==> config.mk <==
export PLATFORM = sky130hd
export DESIGN_NAME = div_unit
export DESIGN_NICKNAME = d
export VERILOG_FILES = /design/src/rtl/div_pkg.sv /design/src/rtl/div_abs.sv /design/src/rtl/div_ctrl.sv /design/src/rtl/div_core.sv /design/src/rtl/div_unit.sv
export SDC_FILE = /design/constraint.sdc
export NUM_CORES = 1
export LEC_CHECK = 0
export ABC_AREA = 0
export BUFFER_PORTS_ARGS = -buffer_cell sky130_fd_sc_hd__buf_2
export CAP_MARGIN = 20
export CORE_MARGIN = 10
export CORE_UTILIZATION = 36
export CTS_CLUSTER_SIZE = 16
export DETAILED_ROUTE_END_ITERATION = 6
export PLACE_DENSITY = 0.58
export SLEW_MARGIN = 20
export SYNTH_ARGS = -nofsm -noshare
export SYNTH_HDL_FRONTEND = slang
export SYNTH_HIERARCHICAL = 1
export SYNTH_SLANG_ARGS = --single-unit
==> constraint.sdc <==
create_clock -name clk -period 6.25 [get_ports clk]
set_input_delay 0.9375 -clock clk [delete_from_list [all_inputs] [get_ports clk]]
set_output_delay 0.9375 -clock clk [all_outputs]
set_load 0.03 [all_outputs]
==> src/rtl/div_pkg.sv <==
package div_pkg;

  typedef enum logic [1:0] {
    ST_IDLE = 2'd0,
    ST_RUN  = 2'd1,
    ST_FIN  = 2'd2
  } div_state_e;

endpackage

==> src/rtl/div_abs.sv <==
module div_abs #(
  parameter int W = 32
) (
  input  logic         sgn_i,
  input  logic [W-1:0] val_i,
  output logic [W-1:0] mag_o
);

  always_comb begin
    if (sgn_i && val_i[W-1]) mag_o = -val_i;
    else                     mag_o = val_i;
  end

endmodule

==> src/rtl/div_ctrl.sv <==
module div_ctrl
  import div_pkg::*;
#(
  parameter int W = 32
) (
  input  logic clk,
  input  logic rst_n,
  input  logic start_i,
  input  logic zero_i,
  output logic load_o,
  output logic zload_o,
  output logic step_o,
  output logic fin_o,
  output logic busy_o
);

  localparam int CW = $clog2(W);
  localparam logic [CW-1:0] LAST = CW'(W - 1);

  div_state_e    state_q, state_d;
  logic [CW-1:0] cnt_q, cnt_d;
  logic          accept;

  assign accept  = start_i && (state_q == ST_IDLE);
  assign load_o  = accept && !zero_i;
  assign zload_o = accept && zero_i;
  assign step_o  = (state_q == ST_RUN);
  assign fin_o   = (state_q == ST_FIN);
  assign busy_o  = (state_q != ST_IDLE);

  always_comb begin
    state_d = state_q;
    cnt_d   = cnt_q;
    case (state_q)
      ST_IDLE: begin
        cnt_d = '0;
        if (load_o) state_d = ST_RUN;
      end
      ST_RUN: begin
        cnt_d = cnt_q + 1'b1;
        if (cnt_q == LAST) state_d = ST_FIN;
      end
      ST_FIN: begin
        cnt_d   = '0;
        state_d = ST_IDLE;
      end
      default: state_d = ST_IDLE;
    endcase
  end

  always_ff @(posedge clk or negedge rst_n) begin
    if (!rst_n) begin
      state_q <= ST_IDLE;
      cnt_q   <= '0;
    end else begin
      state_q <= state_d;
      cnt_q   <= cnt_d;
    end
  end

  AST_RUN_STARTS_AT_ZERO: assert property (@(posedge clk) disable iff (!rst_n)
    load_o |=> (step_o && cnt_q == '0));

endmodule

==> src/rtl/div_core.sv <==
module div_core #(
  parameter int W = 32
) (
  input  logic         clk,
  input  logic         rst_n,
  input  logic         load_i,
  input  logic         step_i,
  input  logic [W-1:0] mag_a_i,
  input  logic [W-1:0] mag_b_i,
  output logic [W-1:0] quot_o,
  output logic [W-1:0] rem_o
);

  logic           top_q, top_d;
  logic [2*W-1:0] acc_q, acc_d;
  logic [W-1:0]   dvs_q, dvs_d;
  logic [W-1:0]   left;
  logic [W-1:0]   new_left;
  logic [W+1:0]   diff;
  logic           fits;

  assign left = acc_q[2*W-1:W];
  assign diff = {1'b0, top_q, left} - {2'b00, dvs_q};
  assign fits = !diff[W+1];

  always_comb begin
    top_d    = top_q;
    acc_d    = acc_q;
    dvs_d    = dvs_q;
    new_left = fits ? diff[W-1:0] : left;
    if (load_i) begin
      top_d = 1'b0;
      acc_d = {{(W-1){1'b0}}, mag_a_i, 1'b0};
      dvs_d = mag_b_i;
    end else if (step_i) begin
      {top_d, acc_d} = {new_left, acc_q[W-1:0], fits};
    end
  end

  always_ff @(posedge clk or negedge rst_n) begin
    if (!rst_n) begin
      top_q <= 1'b0;
      acc_q <= '0;
      dvs_q <= '0;
    end else if (load_i || step_i) begin
      top_q <= top_d;
      acc_q <= acc_d;
      dvs_q <= dvs_d;
    end
  end

  assign quot_o = acc_q[W-1:0];
  assign rem_o  = {top_q, left[W-1:1]};

  AST_PARTIAL_BELOW_TWICE: assert property (@(posedge clk) disable iff (!rst_n)
    step_i |-> ({1'b0, top_q, left} < {1'b0, dvs_q, 1'b0}));

  AST_FIT_NO_CARRY: assert property (@(posedge clk) disable iff (!rst_n)
    (step_i && fits) |-> !diff[W]);

endmodule

==> src/rtl/div_unit.sv <==
module div_unit #(
  parameter int W = 32
) (
  input  logic         clk,
  input  logic         rst_n,
  input  logic         start_i,
  input  logic         signed_i,
  input  logic [W-1:0] dividend_i,
  input  logic [W-1:0] divisor_i,
  output logic         busy_o,
  output logic         done_o,
  output logic [W-1:0] quot_o,
  output logic [W-1:0] rem_o,
  output logic         dbz_o
);

  logic [1:0][W-1:0] ops, mags;
  logic              load, zload, step, fin;
  logic [W-1:0]      quot_raw, rem_raw;
  logic              neg_quot_q, neg_quot_d, neg_rem_q, neg_rem_d;
  logic [W-1:0]      quot_q, quot_d, rem_q, rem_d;
  logic              dbz_q, dbz_d, done_q, done_d, res_en;

  assign ops[0] = dividend_i;
  assign ops[1] = divisor_i;

  for (genvar g = 0; g < 2; g++) begin : g_abs
    div_abs #(.W(W)) i_abs (
      .sgn_i (signed_i),
      .val_i (ops[g]),
      .mag_o (mags[g])
    );
  end

  div_ctrl #(.W(W)) i_ctrl (
    .clk     (clk),
    .rst_n   (rst_n),
    .start_i (start_i),
    .zero_i  (divisor_i == '0),
    .load_o  (load),
    .zload_o (zload),
    .step_o  (step),
    .fin_o   (fin),
    .busy_o  (busy_o)
  );

  div_core #(.W(W)) i_core (
    .clk     (clk),
    .rst_n   (rst_n),
    .load_i  (load),
    .step_i  (step),
    .mag_a_i (mags[0]),
    .mag_b_i (mags[1]),
    .quot_o  (quot_raw),
    .rem_o   (rem_raw)
  );

  always_comb begin
    neg_quot_d = signed_i && (dividend_i[W-1] ^ divisor_i[W-1]);
    neg_rem_d  = signed_i && dividend_i[W-1];
    res_en     = fin || zload;
    done_d     = res_en;
    dbz_d      = zload;
    if (zload) begin
      quot_d = '1;
      rem_d  = dividend_i;
    end else begin
      quot_d = neg_quot_q ? -quot_raw : quot_raw;
      rem_d  = neg_rem_q  ? -rem_raw  : rem_raw;
    end
  end

  always_ff @(posedge clk or negedge rst_n) begin
    if (!rst_n) begin
      neg_quot_q <= 1'b0;
      neg_rem_q  <= 1'b0;
    end else if (load) begin
      neg_quot_q <= neg_quot_d;
      neg_rem_q  <= neg_rem_d;
    end
  end

  always_ff @(posedge clk or negedge rst_n) begin
    if (!rst_n) begin
      quot_q <= '0;
      rem_q  <= '0;
      dbz_q  <= 1'b0;
    end else if (res_en) begin
      quot_q <= quot_d;
      rem_q  <= rem_d;
      dbz_q  <= dbz_d;
    end
  end

  always_ff @(posedge clk or negedge rst_n) begin
    if (!rst_n) done_q <= 1'b0;
    else        done_q <= done_d;
  end

  assign done_o = done_q;
  assign quot_o = quot_q;
  assign rem_o  = rem_q;
  assign dbz_o  = dbz_q;

  AST_DONE_NOT_BUSY: assert property (@(posedge clk) disable iff (!rst_n)
    done_o |-> !busy_o);

  AST_DBZ_ALL_ONES: assert property (@(posedge clk) disable iff (!rst_n)
    dbz_o |-> (quot_o == '1));

  AST_SIGNS_FROZEN: assert property (@(posedge clk) disable iff (!rst_n)
    busy_o |=> ($stable(neg_quot_q) && $stable(neg_rem_q)));

  AST_RESULT_HOLD: assert property (@(posedge clk) disable iff (!rst_n)
    !done_o |-> ($stable(quot_o) && $stable(rem_o) && $stable(dbz_o)));

endmodule

==> results.toml <==
[grt]
overflow = 0
antenna_found_initial = 0
grt_pass1_wl_mm = 57.82
grt_pass1_vias = 10370
track_usage = 0.1710
grt_max_degree = 101

[clocking]
path_clk_slew_ns = 0.09
postCtsSetupBuffers = 0
holdBufCountCts = 0
cts_sinks = 172
numCtsBuffers = 17
cts_resized = 0
max-clock-path-buffers = 2
clock_latency_ns = 0.45
cts_tree = "yes"
cts-root-buf = "clkbuf_16"
htree_levels = 4

[power_and_ir_drop]
power-per-cell-area_nw_per_um2 = 536.0
power.leakage_nw = 5.733
ir_worst_vdd_uv = 257.6
totalPowerFinal_mw = 7.258

[placed_design]
gp_congestion = 0.9680
dpl.cell_count = 1882
placed_cell_area_um2 = 12910
hpwl_mm = 28.04
dp_slack_ns = 2.118
io_buffers = 134

[synthesis]
syn_nets = 1541
yosysWarningCount = 6
ys.flop_type = "dfrtp_1"
syn_area_um2 = 12410
seq_area_frac_synth = 0.3467
ys_ff_latch = 172
synthArstFlopShare = 1.000
syn-instance-count = 1434
synthDistinctLibCells = 81
synth_area_per_cell_um2 = 8.657
synth_edf_count = 0

[final_layout]
n_fill_cell = 3413
register_area_um2 = 4304
stdcell_count = 1916
diodes = 0
utilization = 0.4008
final_common_cell = "dfrtp_1"
final_cell_mix = "dfrtp_1, o21ai_0, nand2_1"
final_nets = 1562
stdcell_area_um2 = 13540
drive_gt1_frac = 0.1390
multiInputGateArea_um2 = 7063
area_delta_synth_final_pct = 9.071

[setup_path]
cpPeakStageDelay_ns = 0.98
crit_family = "simple AND/OR/NAND/NOR gates"
crit_fanout = 26
slowest_stage = "clkinv_1"
path_buf_inv = 2
cp-end-kind = "flip-flop"
critical_path_required_ns = 6.57
critical_path_class = "input port to flip-flop"
cp_cell_sequence = "buf_2 -> nor4_1 -> nand4_1 -> nor2_1 -> and3_2 -> nor2_1 -> clkinv_1 -> o32a_1 -> o311a_1"
cp.arrival_ns = 4.06
crit_path_frequent_cell = "nor2_1"
start_kind = "input port"

[die]
ios = 135
core_um2 = 33780
die_width_um = 205.7
die_h_um = 205.7
start_util = 0.3675
fp.dieArea_um2 = 42310
rows = 67

[outcome]
status = "completed"

[route]
wl_met2_mm = 17.19
drt-met1-wl_mm = 16.68
post-route-drc-count = 0
detail-route-antenna-nets = 0
first_pass_iters = 5
drt_iter0_drc = 581
wl_met3_mm = 2.060
wirelength_mm = 36.67
via_count = 10560
top_layer = "met4"
viasPerCell = 5.513
wire_per_inst_um = 19.14

[timing]
fin_crit_ns = 3.741
worst_slew_pin_slew_ns = 1.070
report.final.slew_viol_count = 0
final-hold-violation-count = 0
setup_tns_ns = 0
finClkSkew_ns = 0.01546
fmax_mhz = 267.3
holdWs_ns = 0.4493
timing.final.crit_share = 0.5985
maxSlewHeadroom = 0.2837
setup_violations = 0
rsz0062_at_grt = "false"
setup_slack_ns = 2.509

[job]
maxCapViolations = 0

[min_path]
hold_class = "input port to asynchronous set/reset pin"
## flip-flops by register name (all words and copies together), names as in the netlist
name            flops
i_core/acc_q       64
i_core/dvs_q       32
quot_o             32
rem_o              32
i_ctrl/cnt_q        5
i_ctrl/state_q      2
dbz_o               1
done_o              1
i_core/top_q        1
neg_quot_q          1
neg_rem_q           1
## cell families (layout without fill, tap and decap cells)
family	Yosys count	count (layout)	share of synthesized area
AO/OA/AOI/OAI	409	409	0.2112
XOR/XNOR	137	137	0.09665
flip-flops	172	172	0.3467
multiplexers	61	61	0.04928
adder cells (fa/ha/maj)	39	39	0.03991
buffers and inverters	202	236	0.08567
AND/OR/NAND/NOR	414	414	0.1705
## worst paths after layout
check | slack, ns | cells after the start | endpoint | start
setup / recovery | 2.51 | 9 | quot_o[21] | divisor_i[31]
hold / removal | 0.45 | 1 | done_o | rst_n
setup reg to reg | 2.73 | 9 | i_core/acc_q[60] | i_core/acc_q[46]
hold reg to reg | 0.49 | 1 | dbz_o | dbz_o
max in group asynchronous | 4.50 | 2 | i_core/acc_q[41] | rst_n
min in group clk | 0.49 | 1 | dbz_o | dbz_o
## synth_stat cells, types with 22 or more instances
library cell	count	area (µm²)
inv_1	57	214.0
xor2_1	63	551.8
buf_4	66	495.5
o31ai_1	43	322.8
nand2_1	137	514.2
ha_1	38	475.5
mux2i_1	60	600.6
clkbuf_1	60	225.2
a21oi_1	71	355.3
nor2_1	89	334.1
xnor2_1	74	648.1
a211oi_1	29	217.7
o21ai_0	142	710.7
dfrtp_1	172	4304
nor4_1	22	137.6
## report_power, final
part / leakage, nW / total [mW] / internal [mW] / switching, mW
registers: 2.08 / 2.14 / 1.53 / 0.611
logic: 3.36 / 4.04 / 1.73 / 2.31
clock network: 0.293 / 1.08 / 0.540 / 0.535
total: 5.73 / 7.26 / 3.80 / 3.45
## layer usage
metal	track usage	vias up
met3	0.02815	44
met5	0	-
met1	0.2259	5017
li1	-	5179
met4	0.04673	0
met2	0.2829	323
## area by class of cell
type	instances	share of cell area
multi-input cells	1060	0.5216
clock inverters	15	0.01312
repair buffers	145	0.05821
flip-flops and latches	172	0.3179
clock buffers	17	0.03142
inverters	59	0.01636
well taps	448	0.04140
(Power assumes the default switching activity.)
